## src/rtl/stack_seq_pkg.sv

```systemverilog
package stack_seq_pkg;

  typedef enum logic [1:0] {
    OP_CALL = 2'b00,
    OP_RET  = 2'b01,
    OP_RETI = 2'b10,
    OP_NONE = 2'b11
  } opCode_t;

  typedef enum logic [1:0] {
    ADR_PC_NEXT = 2'b00,
    ADR_SP_DOWN = 2'b01,
    ADR_SP      = 2'b10,
    ADR_TMP     = 2'b11
  } addrSel_t;

  typedef enum logic [1:0] {
    WD_RET_ADDR = 2'b00,
    WD_PC       = 2'b01,
    WD_PSW      = 2'b10
  } wdSel_t;

  typedef struct packed {
    logic     memWe;
    logic     memRe;
    addrSel_t addrSel;
    wdSel_t   wdSel;
    logic     spDec;
    logic     spInc;
    logic     pcFromMem;
    logic     pcFromTmp;
    logic     pswFromMem;
    logic     tmpFromMem;
    logic     tmpFromVec;
    logic     tmpInc;
  } strobe_t;

endpackage

```

## src/rtl/stack_seq_ctrl.sv

```systemverilog
module stack_seq_ctrl
  import stack_seq_pkg::*;
(
  input  logic       clk,
  input  logic       rstN,
  input  logic       start,
  input  logic [1:0] opSel,
  input  logic       irqReq,
  output strobe_t    strobe,
  output logic       busy,
  output logic       done
);

  typedef enum logic [3:0] {
    ST_IDLE,
    ST_CALL_TGT,
    ST_CALL_PUSH,
    ST_RET_POP,
    ST_IRQ_PC,
    ST_IRQ_PSW,
    ST_IRQ_LDPSW,
    ST_IRQ_LDPC,
    ST_RETI_PSW,
    ST_RETI_PC
  } state_t;

  state_t state, stateNext;
  logic   doneQ;
  logic   lastStep;

  always_comb begin
    stateNext = state;
    lastStep  = 1'b0;
    unique case (state)
      ST_IDLE: begin
        if (irqReq) begin
          stateNext = ST_IRQ_PC;
        end else if (start) begin
          unique case (opCode_t'(opSel))
            OP_CALL: stateNext = ST_CALL_TGT;
            OP_RET:  stateNext = ST_RET_POP;
            OP_RETI: stateNext = ST_RETI_PSW;
            OP_NONE: stateNext = ST_IDLE;
          endcase
        end
      end
      ST_CALL_TGT:  stateNext = ST_CALL_PUSH;
      ST_CALL_PUSH: begin stateNext = ST_IDLE; lastStep = 1'b1; end
      ST_RET_POP:   begin stateNext = ST_IDLE; lastStep = 1'b1; end
      ST_IRQ_PC:    stateNext = ST_IRQ_PSW;
      ST_IRQ_PSW:   stateNext = ST_IRQ_LDPSW;
      ST_IRQ_LDPSW: stateNext = ST_IRQ_LDPC;
      ST_IRQ_LDPC:  begin stateNext = ST_IDLE; lastStep = 1'b1; end
      ST_RETI_PSW:  stateNext = ST_RETI_PC;
      ST_RETI_PC:   begin stateNext = ST_IDLE; lastStep = 1'b1; end
      default:      stateNext = ST_IDLE;
    endcase
  end

  always_comb begin
    strobe         = '0;
    strobe.addrSel = ADR_SP;
    strobe.wdSel   = WD_PC;
    unique case (state)
      ST_IDLE: begin
        strobe.tmpFromVec = irqReq;
      end
      ST_CALL_TGT: begin
        strobe.addrSel    = ADR_PC_NEXT;
        strobe.memRe      = 1'b1;
        strobe.tmpFromMem = 1'b1;
      end
      ST_CALL_PUSH: begin
        strobe.addrSel   = ADR_SP_DOWN;
        strobe.wdSel     = WD_RET_ADDR;
        strobe.memWe     = 1'b1;
        strobe.spDec     = 1'b1;
        strobe.pcFromTmp = 1'b1;
      end
      ST_RET_POP: begin
        strobe.addrSel   = ADR_SP;
        strobe.memRe     = 1'b1;
        strobe.pcFromMem = 1'b1;
        strobe.spInc     = 1'b1;
      end
      ST_IRQ_PC: begin
        strobe.addrSel = ADR_SP_DOWN;
        strobe.wdSel   = WD_PC;
        strobe.memWe   = 1'b1;
        strobe.spDec   = 1'b1;
      end
      ST_IRQ_PSW: begin
        strobe.addrSel = ADR_SP_DOWN;
        strobe.wdSel   = WD_PSW;
        strobe.memWe   = 1'b1;
        strobe.spDec   = 1'b1;
      end
      ST_IRQ_LDPSW: begin
        strobe.addrSel    = ADR_TMP;
        strobe.memRe      = 1'b1;
        strobe.pswFromMem = 1'b1;
        strobe.tmpInc     = 1'b1;
      end
      ST_IRQ_LDPC: begin
        strobe.addrSel   = ADR_TMP;
        strobe.memRe     = 1'b1;
        strobe.pcFromMem = 1'b1;
      end
      ST_RETI_PSW: begin
        strobe.addrSel    = ADR_SP;
        strobe.memRe      = 1'b1;
        strobe.pswFromMem = 1'b1;
        strobe.spInc      = 1'b1;
      end
      ST_RETI_PC: begin
        strobe.addrSel   = ADR_SP;
        strobe.memRe     = 1'b1;
        strobe.pcFromMem = 1'b1;
        strobe.spInc     = 1'b1;
      end
      default: ;
    endcase
  end

  always_ff @(posedge clk) begin
    if (!rstN) begin
      state <= ST_IDLE;
      doneQ <= 1'b0;
    end else begin
      state <= stateNext;
      doneQ <= lastStep;
    end
  end

  assign busy = (state != ST_IDLE);
  assign done = doneQ;

  // done lasts one cycle and never overlaps busy
  p_done_pulse_r8: assert property (@(posedge clk) disable iff (!rstN)
    done |=> !done);
  p_done_idle_r8: assert property (@(posedge clk) disable iff (!rstN)
    done |-> !busy);

  // a single stack pointer step direction per cycle
  p_sp_onedir_r1: assert property (@(posedge clk) disable iff (!rstN)
    !(strobe.spInc && strobe.spDec));

  // an idle cycle without request or valid start stays idle
  p_idle_hold_r10: assert property (@(posedge clk) disable iff (!rstN)
    (!busy && !irqReq && (!start || opSel == 2'b11)) |=> !busy);

  // an accepted request always enters the interrupt path
  p_irq_enter_r9: assert property (@(posedge clk) disable iff (!rstN)
    (!busy && irqReq) |=> (busy && strobe.memWe && strobe.wdSel == WD_PC));

endmodule

```

## src/rtl/stack_seq_datapath.sv

```systemverilog
module stack_seq_datapath
  import stack_seq_pkg::*;
#(
  parameter int AW       = 12,
  parameter int DW       = 16,
  parameter int PC_RESET = 0,
  parameter int SP_RESET = 0
) (
  input  logic          clk,
  input  logic          rstN,
  input  strobe_t       strobe,
  input  logic [AW-1:0] irqVector,
  input  logic [DW-1:0] memRdata,
  output logic [AW-1:0] memAddr,
  output logic [DW-1:0] memWdata,
  output logic [AW-1:0] pcOut,
  output logic [AW-1:0] spOut,
  output logic [DW-1:0] pswOut
);

  localparam logic [AW-1:0] PC_INIT = AW'(PC_RESET);
  localparam logic [AW-1:0] SP_INIT = AW'(SP_RESET);
  localparam logic [AW-1:0] ONE     = AW'(1);
  localparam logic [AW-1:0] TWO     = AW'(2);

  logic [AW-1:0] pcQ, spQ, tmpQ;
  logic [DW-1:0] pswQ;
  logic [AW-1:0] rdAddr;

  assign rdAddr = memRdata[AW-1:0];

  always_comb begin
    unique case (strobe.addrSel)
      ADR_PC_NEXT: memAddr = pcQ + ONE;
      ADR_SP_DOWN: memAddr = spQ - ONE;
      ADR_SP:      memAddr = spQ;
      ADR_TMP:     memAddr = tmpQ;
    endcase
  end

  always_comb begin
    unique case (strobe.wdSel)
      WD_RET_ADDR: memWdata = DW'(pcQ + TWO);
      WD_PC:       memWdata = DW'(pcQ);
      WD_PSW:      memWdata = pswQ;
      default:     memWdata = DW'(pcQ);
    endcase
  end

  always_ff @(posedge clk) begin
    if (!rstN) begin
      pcQ  <= PC_INIT;
      spQ  <= SP_INIT;
      pswQ <= '0;
      tmpQ <= '0;
    end else begin
      if (strobe.spDec)           spQ  <= spQ - ONE;
      else if (strobe.spInc)      spQ  <= spQ + ONE;
      if (strobe.pcFromMem)       pcQ  <= rdAddr;
      else if (strobe.pcFromTmp)  pcQ  <= tmpQ;
      if (strobe.pswFromMem)      pswQ <= memRdata;
      if (strobe.tmpFromVec)      tmpQ <= irqVector;
      else if (strobe.tmpFromMem) tmpQ <= rdAddr;
      else if (strobe.tmpInc)     tmpQ <= tmpQ + ONE;
    end
  end

  assign pcOut  = pcQ;
  assign spOut  = spQ;
  assign pswOut = pswQ;

  // after a push the stack pointer names the word just written
  p_push_addr_r1: assert property (@(posedge clk) disable iff (!rstN)
    strobe.memWe |=> (spOut == $past(memAddr)));

  // a pop reads at the old stack pointer, which then rises by one
  p_pop_step_r3: assert property (@(posedge clk) disable iff (!rstN)
    (strobe.spInc && strobe.memRe) |=> (spOut == $past(memAddr) + ONE));

  // no strobe, no register change
  p_quiet_hold_r10: assert property (@(posedge clk) disable iff (!rstN)
    (strobe == '0 || (strobe.addrSel == ADR_SP && strobe.wdSel == WD_PC
      && !strobe.memWe && !strobe.memRe && !strobe.tmpFromVec))
    |=> ($stable(pcOut) && $stable(spOut) && $stable(pswOut)));

endmodule

```

## src/rtl/stack_seq_top.sv

```systemverilog
module stack_seq_top
  import stack_seq_pkg::*;
#(
  parameter int AW       = 12,
  parameter int DW       = 16,
  parameter int PC_RESET = 1120,
  parameter int SP_RESET = 3560
) (
  input  logic          clk,
  input  logic          rstN,
  input  logic          start,
  input  logic [1:0]    opSel,
  input  logic          irqReq,
  input  logic [AW-1:0] irqVector,
  output logic [AW-1:0] memAddr,
  output logic          memWe,
  output logic          memRe,
  output logic [DW-1:0] memWdata,
  input  logic [DW-1:0] memRdata,
  output logic          busy,
  output logic          done,
  output logic [AW-1:0] pcOut,
  output logic [AW-1:0] spOut,
  output logic [DW-1:0] pswOut
);

  strobe_t strobe;

  stack_seq_ctrl u_ctrl (
    .clk    (clk),
    .rstN   (rstN),
    .start  (start),
    .opSel  (opSel),
    .irqReq (irqReq),
    .strobe (strobe),
    .busy   (busy),
    .done   (done)
  );

  stack_seq_datapath #(
    .AW       (AW),
    .DW       (DW),
    .PC_RESET (PC_RESET),
    .SP_RESET (SP_RESET)
  ) u_dp (
    .clk       (clk),
    .rstN      (rstN),
    .strobe    (strobe),
    .irqVector (irqVector),
    .memRdata  (memRdata),
    .memAddr   (memAddr),
    .memWdata  (memWdata),
    .pcOut     (pcOut),
    .spOut     (spOut),
    .pswOut    (pswOut)
  );

  assign memWe = strobe.memWe;
  assign memRe = strobe.memRe;

  // memory is touched only while a sequence runs
  p_mem_busy_r7: assert property (@(posedge clk) disable iff (!rstN)
    (memWe || memRe) |-> busy);

endmodule

```

## config.mk

```make
export PLATFORM = sky130hd
export DESIGN_NAME = stack_seq_top
export DESIGN_NICKNAME = d
export VERILOG_FILES = /design/src/rtl/stack_seq_pkg.sv /design/src/rtl/stack_seq_ctrl.sv /design/src/rtl/stack_seq_datapath.sv /design/src/rtl/stack_seq_top.sv
export SDC_FILE = /design/constraint.sdc
export NUM_CORES = 1
export LEC_CHECK = 0
export CAP_MARGIN = 25
export CELL_PAD_IN_SITES_DETAIL_PLACEMENT = 1
export CELL_PAD_IN_SITES_GLOBAL_PLACEMENT = 1
export CORE_UTILIZATION = 36
export CTS_CLUSTER_SIZE = 14
export DETAILED_ROUTE_END_ITERATION = 7
export HOLD_SLACK_MARGIN = 0.12
export PLACE_DENSITY = 0.85
export SYNTH_ARGS = -nofsm -noshare
export SYNTH_HDL_FRONTEND = slang
export SYNTH_SLANG_ARGS = --single-unit
```

## constraint.sdc

```tcl
create_clock -name clk -period 2.96 [get_ports clk]
set_clock_uncertainty 0.1 [all_clocks]
set_input_delay 0.592 -clock clk [delete_from_list [all_inputs] [get_ports clk]]
set_output_delay 0.592 -clock clk [all_outputs]
set_load 0.02 [all_outputs]
```

After elaboration in Yosys (flattened, before gate mapping)
Cells that the tools add are included.

Bits in registers: 57. Logic and storage cells: 68. Bits of input ports: 34. Output and inout port bits: 72.

Eq/ne operators: 17. Mux-type cells: 25. Add/sub/neg operators: 5. Reduce and logical (&&, ||, !) cells: 15.

Operators with widths (count): 12-bit 2-to-1 mux (7); 12-bit case mux with 4 select lines (1); 12-bit by 1-bit adder with 12-bit output, second input constant (3); 16-bit case mux with 2 select lines (1); 4-bit case mux with 6 select lines (1); 4-bit by 3-bit equality test with 1-bit output, second input constant (4); 4-bit case mux with 4 select lines (1); 12-bit by 2-bit adder with 13-bit output, second input constant (1); 12-bit by 1-bit subtractor with 12-bit output, second input constant (1); 2-bit equality test, second input constant (5); 1-bit 2-to-1 mux (10); 3-bit case mux with 3 select lines (1); 3-bit OR reduction (3); 4-bit by 2-bit equality test with 1-bit output, second input constant (2); 4-bit equality test, second input constant (2); 4-bit 2-to-1 mux (2); 2-bit zero test (3); 2-bit case mux with 3 select lines (1); 6-bit OR reduction (1); 2-bit by 1-bit equality test with 1-bit output, second input constant (2); 4-bit by 1-bit equality test with 1-bit output, second input constant (1); 4-bit zero test (1); 2-bit nonzero test (2); 4-bit nonzero test (1); 4 further kinds (5).

Longest topological paths before layout
Depth in word-level cells: 5. Mapped depth: 8. Depth with buffers taken out: 7.

Hierarchy
A second synthesis with hierarchy kept.

Cell total of the unflattened synthesis: 573. Area total of the unflattened synthesis: 4414.2 µm².

Modules (own cells, without submodules): stack_seq_datapath (cells each 513, seq. area each 1041.0 µm², area an instance 4017.6 µm², times used 1); stack_seq_ctrl (cells each 60, seq. area each 100.1 µm², area an instance 396.6 µm², times used 1).

Worst setup path after synthesis
Ideal clock, no wire load.

Path kind: register to output. Start: reg u_dp.pcQ[2] (netlist: u_dp.pcOut[2]). End: out memWdata[11]. Data required time: 2268 ps. Setup slack: -59 ps. Buffers on the path: 0. Stages on the path, launching flop included: 6. Arrival time: 2327 ps. Cells stage by stage: dfxtp_1 > ha_1 > nand3_1 > nor3_1 > nand3_1 > o311ai_0.

Longest elaborated chain between the ends: 2.

RTL lines: start: declaration (line stack_seq_datapath.sv:26) `logic [AW-1:0] pcQ, spQ, tmpQ;`; start signal: assignment (line stack_seq_datapath.sv:59) `if (strobe.pcFromMem) pcQ <= rdAddr;`; start signal: assignment (line stack_seq_datapath.sv:60) `else if (strobe.pcFromTmp) pcQ <= tmpQ;`; 12-bit by 2-bit adder with 13-bit output (line stack_seq_datapath.sv:43) `WD_RET_ADDR: memWdata = DW'(pcQ + TWO);`; 16-bit case mux with 2 select lines (line stack_seq_datapath.sv:42) `unique case (strobe.wdSel)`; end: declaration (line stack_seq_top.sv:18) `output logic [DW-1:0] memWdata,`.

Every way passes these cells.

Worst setup path in the final report
Start: reg u_ctrl.state[2]. End: out memWdata[3].

Longest elaborated chain between the ends: 4. Elaborated cells on any way between the ends: 7. Those cells by class: eq/ne (4); mux (2); reduce/logical (1).

RTL lines: start: declaration (line stack_seq_ctrl.sv:27) `state_t state, stateNext;`; start signal: assignment (line stack_seq_ctrl.sv:130) `state <= stateNext;`; 4-bit by 3-bit equality test with 1-bit output or 4-bit by 2-bit equality test with 1-bit output (tied branches) (line stack_seq_ctrl.sv:64) `unique case (state)`; 3-bit case mux with 3 select lines * (line stack_seq_ctrl.sv:64); 2-bit equality test or 2-bit zero test (tied branches) (line stack_seq_datapath.sv:42); 16-bit case mux with 2 select lines * (line stack_seq_datapath.sv:42).

Mark *: on every way between the ends. The rest lies on a longest branch, timed or not.

==> run summary <==
Status = finished clean
Post-synthesis sequential area ratio = 0.277
IO Port Bufs = 105
Die height = 109 um
Initial DRC Count = 331
Period utilization = 0.985
Site row count = 38
Gr usage total = 0.321
Area delta synth->final = 43.6%
Post-synth EDFFs = 0
Worst Path Class, Setup = reg2out
RSZ-0062 raised after global routing = false
Syn avg cell area = 7.42 um2
Fmax = 0.343 GHz
Initial core utilization = 0.376
Synth Cell Area = 4130 um2
Final ANT Viol Nets = 0
CP Capture Type = primary output
Grt ovf = 0
Diodes inserted = 0
Syn. warnings = 0
Crit start category = register
Antenna violations before repair = 0
Setup violators final = 0
Hold Crit Depth = 2
Detail Placement HPWL = 13.1 mm
Layout net count = 724
Share of layout cells above drive strength 1 = 0.181
Max FO, Critical Path = 10
Vias in the first global route = 5130
CTS max path bufs = 2
Pre-antenna DRT Iters = 5
Syn Inst Count = 556
Multi-input logic area = 2730 um2
CTS sink cnt = 57
Worst Tran Pin Value = 808 ps
Final WL = 18.6 mm
Top Ports = 106
Worst endpoint required time = 2270 ps
Worst-skew pair later-pin latency = 350 ps
Final hold viol count = 0
Tmin final = 2920 ps
Core area = 11000 um2
DR WL/cell = 22.4 um
Clock slew seen by the registers of the worst setup and hold paths = 50 ps
Die area = 11900 um2
Final setup TNS = 0 ps
Pin count of the biggest net entering global routing = 36
CTS Buf Count = 9
PnR worst setup slack = 44.3 ps
#FFs+latches synth = 57
Slew HR = 0.455
Fillers = 1350
Fin. max-slew vios = 0
Reported max-cap violation count = 0
First-pass GRT wire length = 28.5 mm
Reg area = 1140 um2
Library cells used by synthesis = 68
Vias per cell = 6.02
Vias = 4997
P per Cell Area = 772 nW/um2
CP arrival = 2220 ps
Root Buffer Master = clkbuf_16
Leakage = 2.30 nW
Die Wd = 109 um
Syn_nets = 595
H-tree lvl count = 3
Gpl congestion = 0.895
Worst R2R Path Depth = 8
Synth Flop Type = dfxtp_1
CTS Hold Bufs = 0
Peak supply drop = 353 uV
TritonCTS clock tree = done
Hold Path Class = reg2reg
Dpl ws = 26.6 ps
FFs w/ async S/R, synth = 0
Post-route DRC = 0
==> synthesized netlist by cell type, types with 2 or more instances <==
master     instances  area, um2
a311oi_1           9       78.8
inv_1             14       52.6
o311ai_0           2       17.5
o21a_1             5       37.5
and3_1             8       50.1
nand3b_1           3       22.5
a21oi_1           25        125
nor2_1            64        240
a221o_1            2       20.0
or3b_4             2       22.5
a221oi_1           3       26.3
nor3_1            12       60.1
a21boi_0           3       22.5
and4_1             3       26.3
a31oi_1            6       37.5
o21ai_0           26        130
nor2b_1            2       12.5
buf_6              4       45.0
buf_1              6       22.5
nor4_1             2       12.5
or4b_1             2       20.0
o22ai_1            2       12.5
xnor2_1           21        184
and2_1             7       43.8
mux2i_1           18        180
buf_2             13       65.1
ha_1               5       62.6
dfxtp_1           57       1140
nand4_1           10       62.6
nand2b_1           4       25.0
xor2_1            17        149
o211ai_1           8       60.1
nor3b_1            5       37.5
o2111ai_1          4       35.0
a22oi_1           18        135
buf_4              2       15.0
clkbuf_1          27        101
a21o_1             2       15.0
nand2_1           79        297
nand3_1           19       95.1
a22o_1             6       52.6
a211oi_1           3       22.5
==> final cells by class <==
cell class	instances	share of cell area
Timing Repair Buffer	170	0.245
Tap cell	140	0.0296
Clock buffer	12	0.0450
Sequential cell	57	0.193
Clock inverter	4	0.0165
Inverter	15	0.00950
Multi-Input combinational cell	432	0.461
==> layer usage <==
metal	vias to the layer above	GRT usage	routed length (um)
li1	2243	-	-
met1	2461	0.400	7730
met2	250	0.530	8960
met5	-	0	0
met4	0	0.134	479
met3	43	0.0735	1470
==> cells by family after synthesis <==
group,count (synthesis),share of synthesized area
XOR/XNOR,38,0.0807
buffers and inverters,67,0.0740
AND/OR/NAND/NOR,230,0.267
AO/OA/AOI/OAI,140,0.240
adder cells (fa/ha/maj),5,0.0152
multiplexers,19,0.0464
flip-flops,57,0.277
==> flip-flops by register name, summed over array words and instances (netlist names) <==
name,flops
u_dp.tmpQ,12
u_ctrl.done,1
u_dp.pcOut,12
u_ctrl.state,4
u_dp.pswOut,16
u_dp.spOut,12
==> report_power, final <==
group	total [mW]	internal, mW	switching, mW	leakage [nW]
sequential	1.04	0.882	0.156	0.465
combinational	2.24	0.940	1.30	1.66
clock	1.30	0.891	0.408	0.175
total	4.58	2.71	1.86	2.30
==> placed cells by master (no fill, tap or decap), types with 5 or more instances in the layout <==
cell type	count
nor2_1	64
o21ai_0	26
a22oi_1	18
mux2i_1	18
o21a_1	5
nand4_1	10
xor2_1	17
clkbuf_2	15
a22o_1	6
inv_1	14
dfxtp_1	55
o211ai_1	8
and2_1	6
nand2_1	79
a21oi_1	24
clkbuf_16	9
nor3_1	10
clkdlybuf4s50_1	77
a311oi_1	9
and3_1	8
dlygate4sd2_1	8
xnor2_1	21
a31oi_1	5
buf_4	64
nand3_1	19
==> repair_timing <==
item,CTS,global route
hold endpoints to repair,0,0
pin swaps,0,1
setup buffers,0,0
resized for setup,53,43
endpoints found under the setup margin,28,22
==> per-stage QoR <==
stage	hold WS [ps]	total power [mW]	utilization	area [um2]	instances
after global placement	396	3.25	0.510	5600	814
after global routing	474	4.77	0.540	5930	830
final	413	4.58	0.540	5930	830
after detailed placement	405	3.30	0.510	5600	814
after CTS	420	4.56	0.545	5990	830
after floorplan	390	2.28	-	4130	556
==> critical path, stage by stage, from the launching register on <==
cell	delay [ps]
dfxtp_2	350
or3b_4	400
buf_4	160
nand2_1	120
nand2_1	70
buf_4	190
a221o_1	330
clkdlybuf4s15_2	270
==> final timing paths <==
path | from | end | slack (ps)
setup / recovery | u_ctrl.state[2] | memWdata[3] | 40
hold / removal | u_dp.pswOut[13] | u_dp.pswOut[13] | 410
setup reg to reg | u_ctrl.state[1] | u_dp.tmpQ[9] | 740
hold reg to reg | u_dp.pswOut[13] | u_dp.pswOut[13] | 410
Note: power is estimated with default switching activity, not from simulation.
